**config.mk**
```make
export PLATFORM = sky130hd
export DESIGN_NAME = ddr3_mrs_seq
export DESIGN_NICKNAME = d
export VERILOG_FILES = /design/src/rtl/ddr3_mrs_pkg.sv /design/src/rtl/mrs_step_ctrl.sv /design/src/rtl/mrs_word_pack.sv /design/src/rtl/ddr3_mrs_seq.sv
export SDC_FILE = /design/constraint.sdc
export NUM_CORES = 1
export LEC_CHECK = 0
export BUFFER_PORTS_ARGS = -buffer_cell sky130_fd_sc_hd__buf_2
export CORE_MARGIN = 5
export CORE_UTILIZATION = 48
export CTS_CLUSTER_DIAMETER = 80
export DETAILED_ROUTE_END_ITERATION = 10
export GPL_TIMING_DRIVEN = 0
export PLACE_DENSITY = 0.77
export SLEW_MARGIN = 15
export SYNTH_ARGS = -nofsm -noshare
export SYNTH_HDL_FRONTEND = slang
export SYNTH_HIERARCHICAL = 1
export SYNTH_SLANG_ARGS = --single-unit
export TNS_END_PERCENT = 30
```
**constraint.sdc**
```tcl
create_clock -name clk -period 1.6 [get_ports clk]
set_clock_uncertainty 0.1 [all_clocks]
set_input_delay 0.32 -clock clk [delete_from_list [all_inputs] [get_ports clk]]
set_output_delay 0.32 -clock clk [all_outputs]
set_load 0.01 [all_outputs]
```
**src/rtl/ddr3_mrs_pkg.sv**
```systemverilog
package ddr3_mrs_pkg;

  typedef enum logic [2:0] {
    STEP_MR2 = 3'd0,
    STEP_MR3 = 3'd1,
    STEP_MR1 = 3'd2,
    STEP_MR0 = 3'd3,
    STEP_ZQ  = 3'd4
  } step_e;

  typedef struct packed {
    logic [3:0] cl;
    logic [3:0] wr;
    logic [2:0] cwl;
    logic [1:0] rtt_nom;
    logic [1:0] rtt_wr;
    logic       srt;
    logic       fast_exit;
  } mrs_cfg_t;

  localparam logic [2:0] CMD_LOAD_MODE = 3'd3;
  localparam logic [2:0] CMD_ZQ_LONG   = 3'd4;

  function automatic logic [15:0] mr2_payload(input mrs_cfg_t c);
    logic [2:0] cwl_off;
    cwl_off = c.cwl - 3'd3;
    mr2_payload = '0;
    mr2_payload[10:9] = c.rtt_wr;
    mr2_payload[7]    = c.srt;
    mr2_payload[4:3]  = cwl_off[1:0];
  endfunction

  function automatic logic [15:0] mr1_payload(input mrs_cfg_t c);
    mr1_payload = '0;
    mr1_payload[2] = c.rtt_nom[0];
    mr1_payload[6] = c.rtt_nom[1];
  endfunction

  function automatic logic [15:0] mr0_payload(input mrs_cfg_t c);
    logic [3:0] cl_off;
    logic [3:0] wr_off;
    cl_off = c.cl - 4'd1;
    wr_off = c.wr - 4'd3;
    mr0_payload = '0;
    mr0_payload[6:4]  = cl_off[2:0];
    mr0_payload[8]    = 1'b1;
    mr0_payload[11:9] = wr_off[2:0];
    mr0_payload[12]   = c.fast_exit;
  endfunction

  function automatic logic [15:0] zq_payload();
    zq_payload = 16'h0400;
  endfunction

  function automatic logic [2:0] bank_of(input step_e s);
    case (s)
      STEP_MR2: bank_of = 3'd2;
      STEP_MR3: bank_of = 3'd3;
      STEP_MR1: bank_of = 3'd1;
      default:  bank_of = 3'd0;
    endcase
  endfunction

  function automatic logic [31:0] pack_word(input logic [15:0] payload,
                                            input logic [2:0]  cmd,
                                            input logic        cs,
                                            input logic [2:0]  bank);
    pack_word = {payload, 1'b1, 8'h00, cmd, cs, bank};
  endfunction

endpackage

```
**src/rtl/mrs_step_ctrl.sv**
```systemverilog
module mrs_step_ctrl
  import ddr3_mrs_pkg::*;
#(
  parameter int MAX_CS = 2,
  localparam int CS_IDX_W = (MAX_CS > 1) ? $clog2(MAX_CS) : 1
) (
  input  logic                clk,
  input  logic                rst_n,
  input  logic                start_i,
  input  logic [CS_IDX_W-1:0] last_cs_i,
  input  logic                accept_i,
  output logic                busy_o,
  output logic                launch_o,
  output step_e               step_o,
  output logic [CS_IDX_W-1:0] cs_o,
  output logic [CS_IDX_W-1:0] last_cs_o,
  output logic                last_cmd_o,
  output logic                done_o
);

  logic                busy_q;
  logic                done_q;
  step_e               step_q;
  logic [CS_IDX_W-1:0] cs_q;
  logic [CS_IDX_W-1:0] last_cs_q;

  assign launch_o   = start_i && !busy_q;
  assign last_cmd_o = busy_q && (step_q == STEP_ZQ) && (cs_q == last_cs_q);

  always_ff @(posedge clk or negedge rst_n) begin
    if (!rst_n) begin
      busy_q    <= 1'b0;
      done_q    <= 1'b0;
      step_q    <= STEP_MR2;
      cs_q      <= '0;
      last_cs_q <= '0;
    end else begin
      done_q <= 1'b0;
      if (launch_o) begin
        busy_q    <= 1'b1;
        step_q    <= STEP_MR2;
        cs_q      <= '0;
        last_cs_q <= last_cs_i;
      end else if (busy_q && accept_i) begin
        if (step_q == STEP_ZQ) begin
          step_q <= STEP_MR2;
          if (cs_q == last_cs_q) begin
            busy_q <= 1'b0;
            done_q <= 1'b1;
          end else begin
            cs_q <= cs_q + 1'b1;
          end
        end else begin
          step_q <= step_e'(step_q + 3'd1);
        end
      end
    end
  end

  assign busy_o    = busy_q;
  assign done_o    = done_q;
  assign step_o    = step_q;
  assign cs_o      = cs_q;
  assign last_cs_o = last_cs_q;

endmodule

```
**src/rtl/mrs_word_pack.sv**
```systemverilog
module mrs_word_pack
  import ddr3_mrs_pkg::*;
#(
  parameter int CS_IDX_W = 1
) (
  input  step_e               step_i,
  input  logic [CS_IDX_W-1:0] cs_i,
  input  mrs_cfg_t            cfg_i,
  output logic [31:0]         word_o
);

  logic [15:0] payload;
  logic [2:0]  cmd;

  always_comb begin
    cmd = CMD_LOAD_MODE;
    case (step_i)
      STEP_MR2: payload = mr2_payload(cfg_i);
      STEP_MR1: payload = mr1_payload(cfg_i);
      STEP_MR0: payload = mr0_payload(cfg_i);
      STEP_ZQ: begin
        payload = zq_payload();
        cmd     = CMD_ZQ_LONG;
      end
      default:  payload = 16'h0000;
    endcase
  end

  assign word_o = pack_word(payload, cmd, cs_i[0], bank_of(step_i));

endmodule

```
**src/rtl/ddr3_mrs_seq.sv**
```systemverilog
module ddr3_mrs_seq
  import ddr3_mrs_pkg::*;
#(
  parameter int MAX_CS = 2,
  localparam int CS_IDX_W = (MAX_CS > 1) ? $clog2(MAX_CS) : 1,
  localparam int CNT_W    = CS_IDX_W + 1
) (
  input  logic             clk,
  input  logic             rst_n,
  input  logic             start_i,
  input  logic [CNT_W-1:0] cs_count_i,
  input  logic [3:0]       cl_i,
  input  logic [3:0]       wr_i,
  input  logic [2:0]       cwl_i,
  input  logic [1:0]       rtt_nom_i,
  input  logic [1:0]       rtt_wr_i,
  input  logic             srt_i,
  input  logic             fast_exit_i,
  output logic             cmd_valid_o,
  input  logic             cmd_ready_i,
  output logic [31:0]      cmd_word_o,
  output logic             busy_o,
  output logic             done_o
);

  mrs_cfg_t            cfg_in;
  mrs_cfg_t            cfg_q;
  logic                launch_w;
  logic                accept_w;
  logic                last_cmd_w;
  logic                multi_cs_w;
  step_e               step_w;
  logic [CS_IDX_W-1:0] cs_w;
  logic [CS_IDX_W-1:0] last_cs_req;
  logic [CS_IDX_W-1:0] last_cs_w;

  assign cfg_in = '{cl: cl_i, wr: wr_i, cwl: cwl_i, rtt_nom: rtt_nom_i,
                    rtt_wr: rtt_wr_i, srt: srt_i, fast_exit: fast_exit_i};

  always_comb begin
    if (cs_count_i >= CNT_W'(2) && cs_count_i <= CNT_W'(MAX_CS))
      last_cs_req = CS_IDX_W'(cs_count_i - CNT_W'(1));
    else
      last_cs_req = '0;
  end

  always_ff @(posedge clk or negedge rst_n) begin
    if (!rst_n) cfg_q <= '0;
    else if (launch_w) cfg_q <= cfg_in;
  end

  mrs_step_ctrl #(.MAX_CS(MAX_CS)) u_ctrl (
    .clk        (clk),
    .rst_n      (rst_n),
    .start_i    (start_i),
    .last_cs_i  (last_cs_req),
    .accept_i   (accept_w),
    .busy_o     (busy_o),
    .launch_o   (launch_w),
    .step_o     (step_w),
    .cs_o       (cs_w),
    .last_cs_o  (last_cs_w),
    .last_cmd_o (last_cmd_w),
    .done_o     (done_o)
  );

  mrs_word_pack #(.CS_IDX_W(CS_IDX_W)) u_pack (
    .step_i (step_w),
    .cs_i   (cs_w),
    .cfg_i  (cfg_q),
    .word_o (cmd_word_o)
  );

  assign cmd_valid_o = busy_o;
  assign accept_w    = cmd_valid_o && cmd_ready_i;
  assign multi_cs_w  = (last_cs_w != '0);

endmodule

```
Yosys cells after proc, flatten, opt, wreduce, memory -nomap -nowiden
Cells that the tools add are included.

Register bits: 21. Bits of input ports: 23. Logic and storage cells: 56.

$add $sub $neg: 6. Magnitude comparators: 2. Equality and inequality tests: 6. Multiplexer cells: 19. Reductions and logical operators: 11.

Operators by type and width (count): case mux 13 bit (4 select lines) (1); two-way mux 1 bit (13); two-way mux 3 bit (4); == test 3 x 2 -> 1 bit, second input constant (2); case mux 2 bit (3 select lines) (1); AND reduction 3 bit (2); nonzero test 2 bit (3); logical AND 1 bit (4); adder 3 x 1 -> 3 bit, second input constant (1); == test 3 x 1 -> 1 bit, second input constant (1); == test 3 bit, second input constant (1); logical NOT 3 bit (1); subtractor 3 x 1 -> 3 bit, second input constant (1); subtractor 3 x 2 -> 3 bit, second input constant (1); >= comparator 2 bit, second input constant (1); <= comparator 2 bit, second input constant (1); inequality test 2 bit, second input constant (1); subtractor 2 bit, second input constant (1); adder 1 bit, second input constant (1); == test 1 bit (1); logical NOT 1 bit (1); subtractor 1 bit, second input constant (1).

Depth between registers and ports, before layout
Depth after elaboration: 5. Depth in mapped cells: 5.

Modules after synthesis
Netlist, hierarchy kept.

Modules (own cells, without submodules): ddr3_mrs_seq (times used 1, cells each 39, area each 705.7 um^2, seq. area each 425.4 um^2); mrs_word_pack (times used 1, cells each 55, area each 369.1 um^2, seq. area each 0.0 um^2); mrs_step_ctrl (times used 1, cells each 36, area each 359.1 um^2, seq. area each 175.2 um^2).

Least setup slack after synthesis
No wires, ideal clock.

Kind: register to output. Start point: register u_ctrl.step_q[1], in the netlist u_ctrl/step_o[1]. End point: output port cmd_word_o[20]. Data arrival time: 1131 ps. Required time: 1180 ps. Slack: 49 ps. Cell stages (with the launch flop): 4. Buffers on the path: 1. Cell sequence: dfrtp_1 -> buf_6 -> or3_4 -> o32ai_1.

Word-level cells in the longest chain between the ends: 2. Elaborated cells between the ends (all ways): 5. Classes of those cells: 3 x eq/ne; 1 x mux; 1 x reduce/logical.

RTL lines: from (decl) (RTL line mrs_step_ctrl.sv:23) `step_e step_q;`; from (signal assigned) (RTL line mrs_step_ctrl.sv:54) `step_q <= step_e'(step_q + 3'd1);`; == test 3 bit (tied with other cells) (RTL line mrs_word_pack.sv:17) `case (step_i)`; case mux 13 bit (4 select lines) * (RTL line mrs_word_pack.sv:17); to (decl) (RTL line ddr3_mrs_seq.sv:21) `output logic [31:0] cmd_word_o,`.

Every way passes the cells marked *; elsewhere a longest branch is shown, timed or not.

Final worst setup path
Same ends and word-level chain as after synthesis.

==> impl_metrics.json <==
{
  "setup_viol": 16,
  "rows": 19,
  "arrival_ns": 1.52,
  "cap_violations": 0,
  "irDropWorstVdd_v": 0.001273,
  "wirelength_um": 3069,
  "route.met2.wl_um": 1619,
  "synth_cells": 123,
  "drt_iter0_markers": 34,
  "wl_met1_um": 1201,
  "wl_per_cell_um": 13.95,
  "synth_area_um2": 1315,
  "gr-total-overflow": 0,
  "reg2reg_depth": 4,
  "min_path_type": "in -> reg",
  "drt_first_pass_iters": 4,
  "vias": 1033,
  "drive_gt1_frac": 0.5344,
  "top_layer_used": "met3",
  "grt_max_degree": 22,
  "dr_wl_met3_um": 248,
  "io_pins": 58,
  "dp_hpwl_um": 2179,
  "clkTransAtPathRegs_ns": 0.12,
  "root_buffer": "clkbuf_4",
  "routed_via_density": 4.695,
  "crit_fanout": 8,
  "placed_cells": 206,
  "cts_buffers": 3,
  "rsz0062_at_grt": "yes",
  "clkLatencyLatePin_ns": 0.30,
  "cts_tree": "yes",
  "hold_depth": 2,
  "start_util": 0.4895,
  "whs_ns": 0.1364,
  "dieWidth_um": 62.34,
  "final-max-slew-violation-count": 0,
  "start_kind": "flip-flop",
  "grt_pass1_vias": 1030,
  "grt_pass1_wl_um": 5037,
  "area_growth_pct": 34.73,
  "required_ns": 1.18,
  "track_usage": 0.1566,
  "fin_crit_ns": 1.940,
  "io_buffers": 39,
  "pwr_density_cell_nw_per_um2": 1726,
  "fin_nets": 217,
  "clock-sinks": 21,
  "regToRegStartpoint": "u_ctrl/busy_o$_DFFE_PN0P_",
  "period_share": 1.212,
  "die_area_um2": 3886,
  "ant_nets": 0,
  "yosys_warnings": 6,
  "core_region_area_um2": 2686,
  "r2r_slack_ns": 0.11,
  "hp-start": "rtt_wr_i[0]",
  "cts.htree.levels": 1,
  "fin_ws_ns": -0.3399,
  "gp_congestion": 0.8430,
  "leakagePower_uw": 0.0009359,
  "nFillCells": 209,
  "fmax_mhz": 515.5,
  "hold_viol_final": 0,
  "regToRegEndpoint": "cfg_q[4]$_DFFE_PN0P_",
  "finalNonFillerCells": 220,
  "min_to": "cfg_q[2]$_DFFE_PN0P_",
  "drc": 0,
  "diodes": 0,
  "dieHeight_um": 62.34,
  "violations": "setup timing",
  "cts_max_path_buffers": 2,
  "end_kind": "output pin",
  "grt_antenna_before_repair": 0,
  "syn_avg_cell_area_um2": 10.69,
  "status": "complete, but fails checks",
  "path_class": "reg -> out"
}
## power by group
part           switching (µW)  leakage, µW  internal [µW]  total (µW)
sequential                189     0.000257            768         958
clock                     166    0.0000150           97.2         263
combinational             817     0.000664           1020        1840
## final cells by class
cell class,count,area (µm²),area share
multi-input cells,86,668.1,0.3771
repair buffers,49,282.8,0.1596
inverters,5,18.77,0.01059
plain buffers,24,210.2,0.1186
well taps,31,38.79,0.02189
clock buffers,4,26.28,0.01483
flip-flops and latches,21,526.8,0.2973
## placed cells by master, fill, tap and decap left out, types with 2 or more instances in the layout
cell,n
and2_1,2
inv_2,2
nand2_1,8
nor2b_1,2
dfrtp_1,20
buf_2,38
xnor2_1,2
buf_4,27
buf_6,5
xor2_1,2
nor2_1,9
conb_1,15
o21ai_0,2
inv_1,3
ha_1,3
nand3_1,4
mux2_2,6
mux2_4,9
clkbuf_4,3
nor3_1,2
## sequential cells by signal (all words and copies together) (netlist names)
signal	flops
u_ctrl/done_o	1
u_ctrl/step_o	3
cfg_q	14
u_ctrl/cs_o	1
u_ctrl/last_cs_o	1
u_ctrl/busy_o	1
## metrics by stage
| stage | area (µm²) | util | total power, µW | setup WS, ns | TNS [ns] |
|---|---|---|---|---|---|
| finish | 1772 | 0.6595 | 3058 | -0.3399 | -3.150 |
| global route | 1772 | 0.6595 | 3302 | -0.4021 | -4.600 |
| CTS | 1733 | 0.6451 | 2922 | -0.3414 | -3.034 |
| detailed placement | 1598 | 0.5948 | 2430 | -0.1279 | -0.2662 |
| global placement | 1598 | 0.5948 | 2377 | -0.1035 | -0.1687 |
| floorplan | 1364 | - | 1991 | 0.04894 | 0 |
## routing by layer
| layer | track usage | up-vias |
|---|---|---|
| li1 | - | 510 |
| met1 | 0.1830 | 479 |
| met2 | 0.2850 | 44 |
| met3 | 0.06306 | 0 |
| met4 | 0 | 0 |
| met5 | 0 | - |
## what timing repair did
action / 4_1_cts / 5_1_grt
pin swaps: 9 / 2
endpoints found under the hold margin: 21 / 0
hold buffers: 1 / 0
gates resized for setup: 12 / 5
endpoints found under the setup margin: 16 / 16
setup buffers: 6 / 3
## worst max path at each step
stage	startpoint	to	slack [ns]	cells after the start
finish	u_ctrl/step_o[1]$_DFFE_PN0P_	cmd_word_o[20]	-0.34	4
global route	u_ctrl/step_o[1]$_DFFE_PN0P_	cmd_word_o[20]	-0.40	4
CTS	u_ctrl/step_o[1]$_DFFE_PN0P_	cmd_word_o[20]	-0.34	4
detailed placement	u_ctrl/step_o[1]$_DFFE_PN0P_	cmd_word_o[20]	-0.13	4
global placement	u_ctrl/step_o[1]$_DFFE_PN0P_	cmd_word_o[20]	-0.10	4
floorplan	u_ctrl/step_o[1]$_DFFE_PN0P_	cmd_word_o[20]	0.05	3
## worst max-delay path, cell delays in order, from the launching register on
cell and delay [ns]:
dfrtp_1 0.41, buf_6 0.14, or3_4 0.39, o32ai_2 0.11, buf_2 0.18
(Power assumes the default switching activity.)
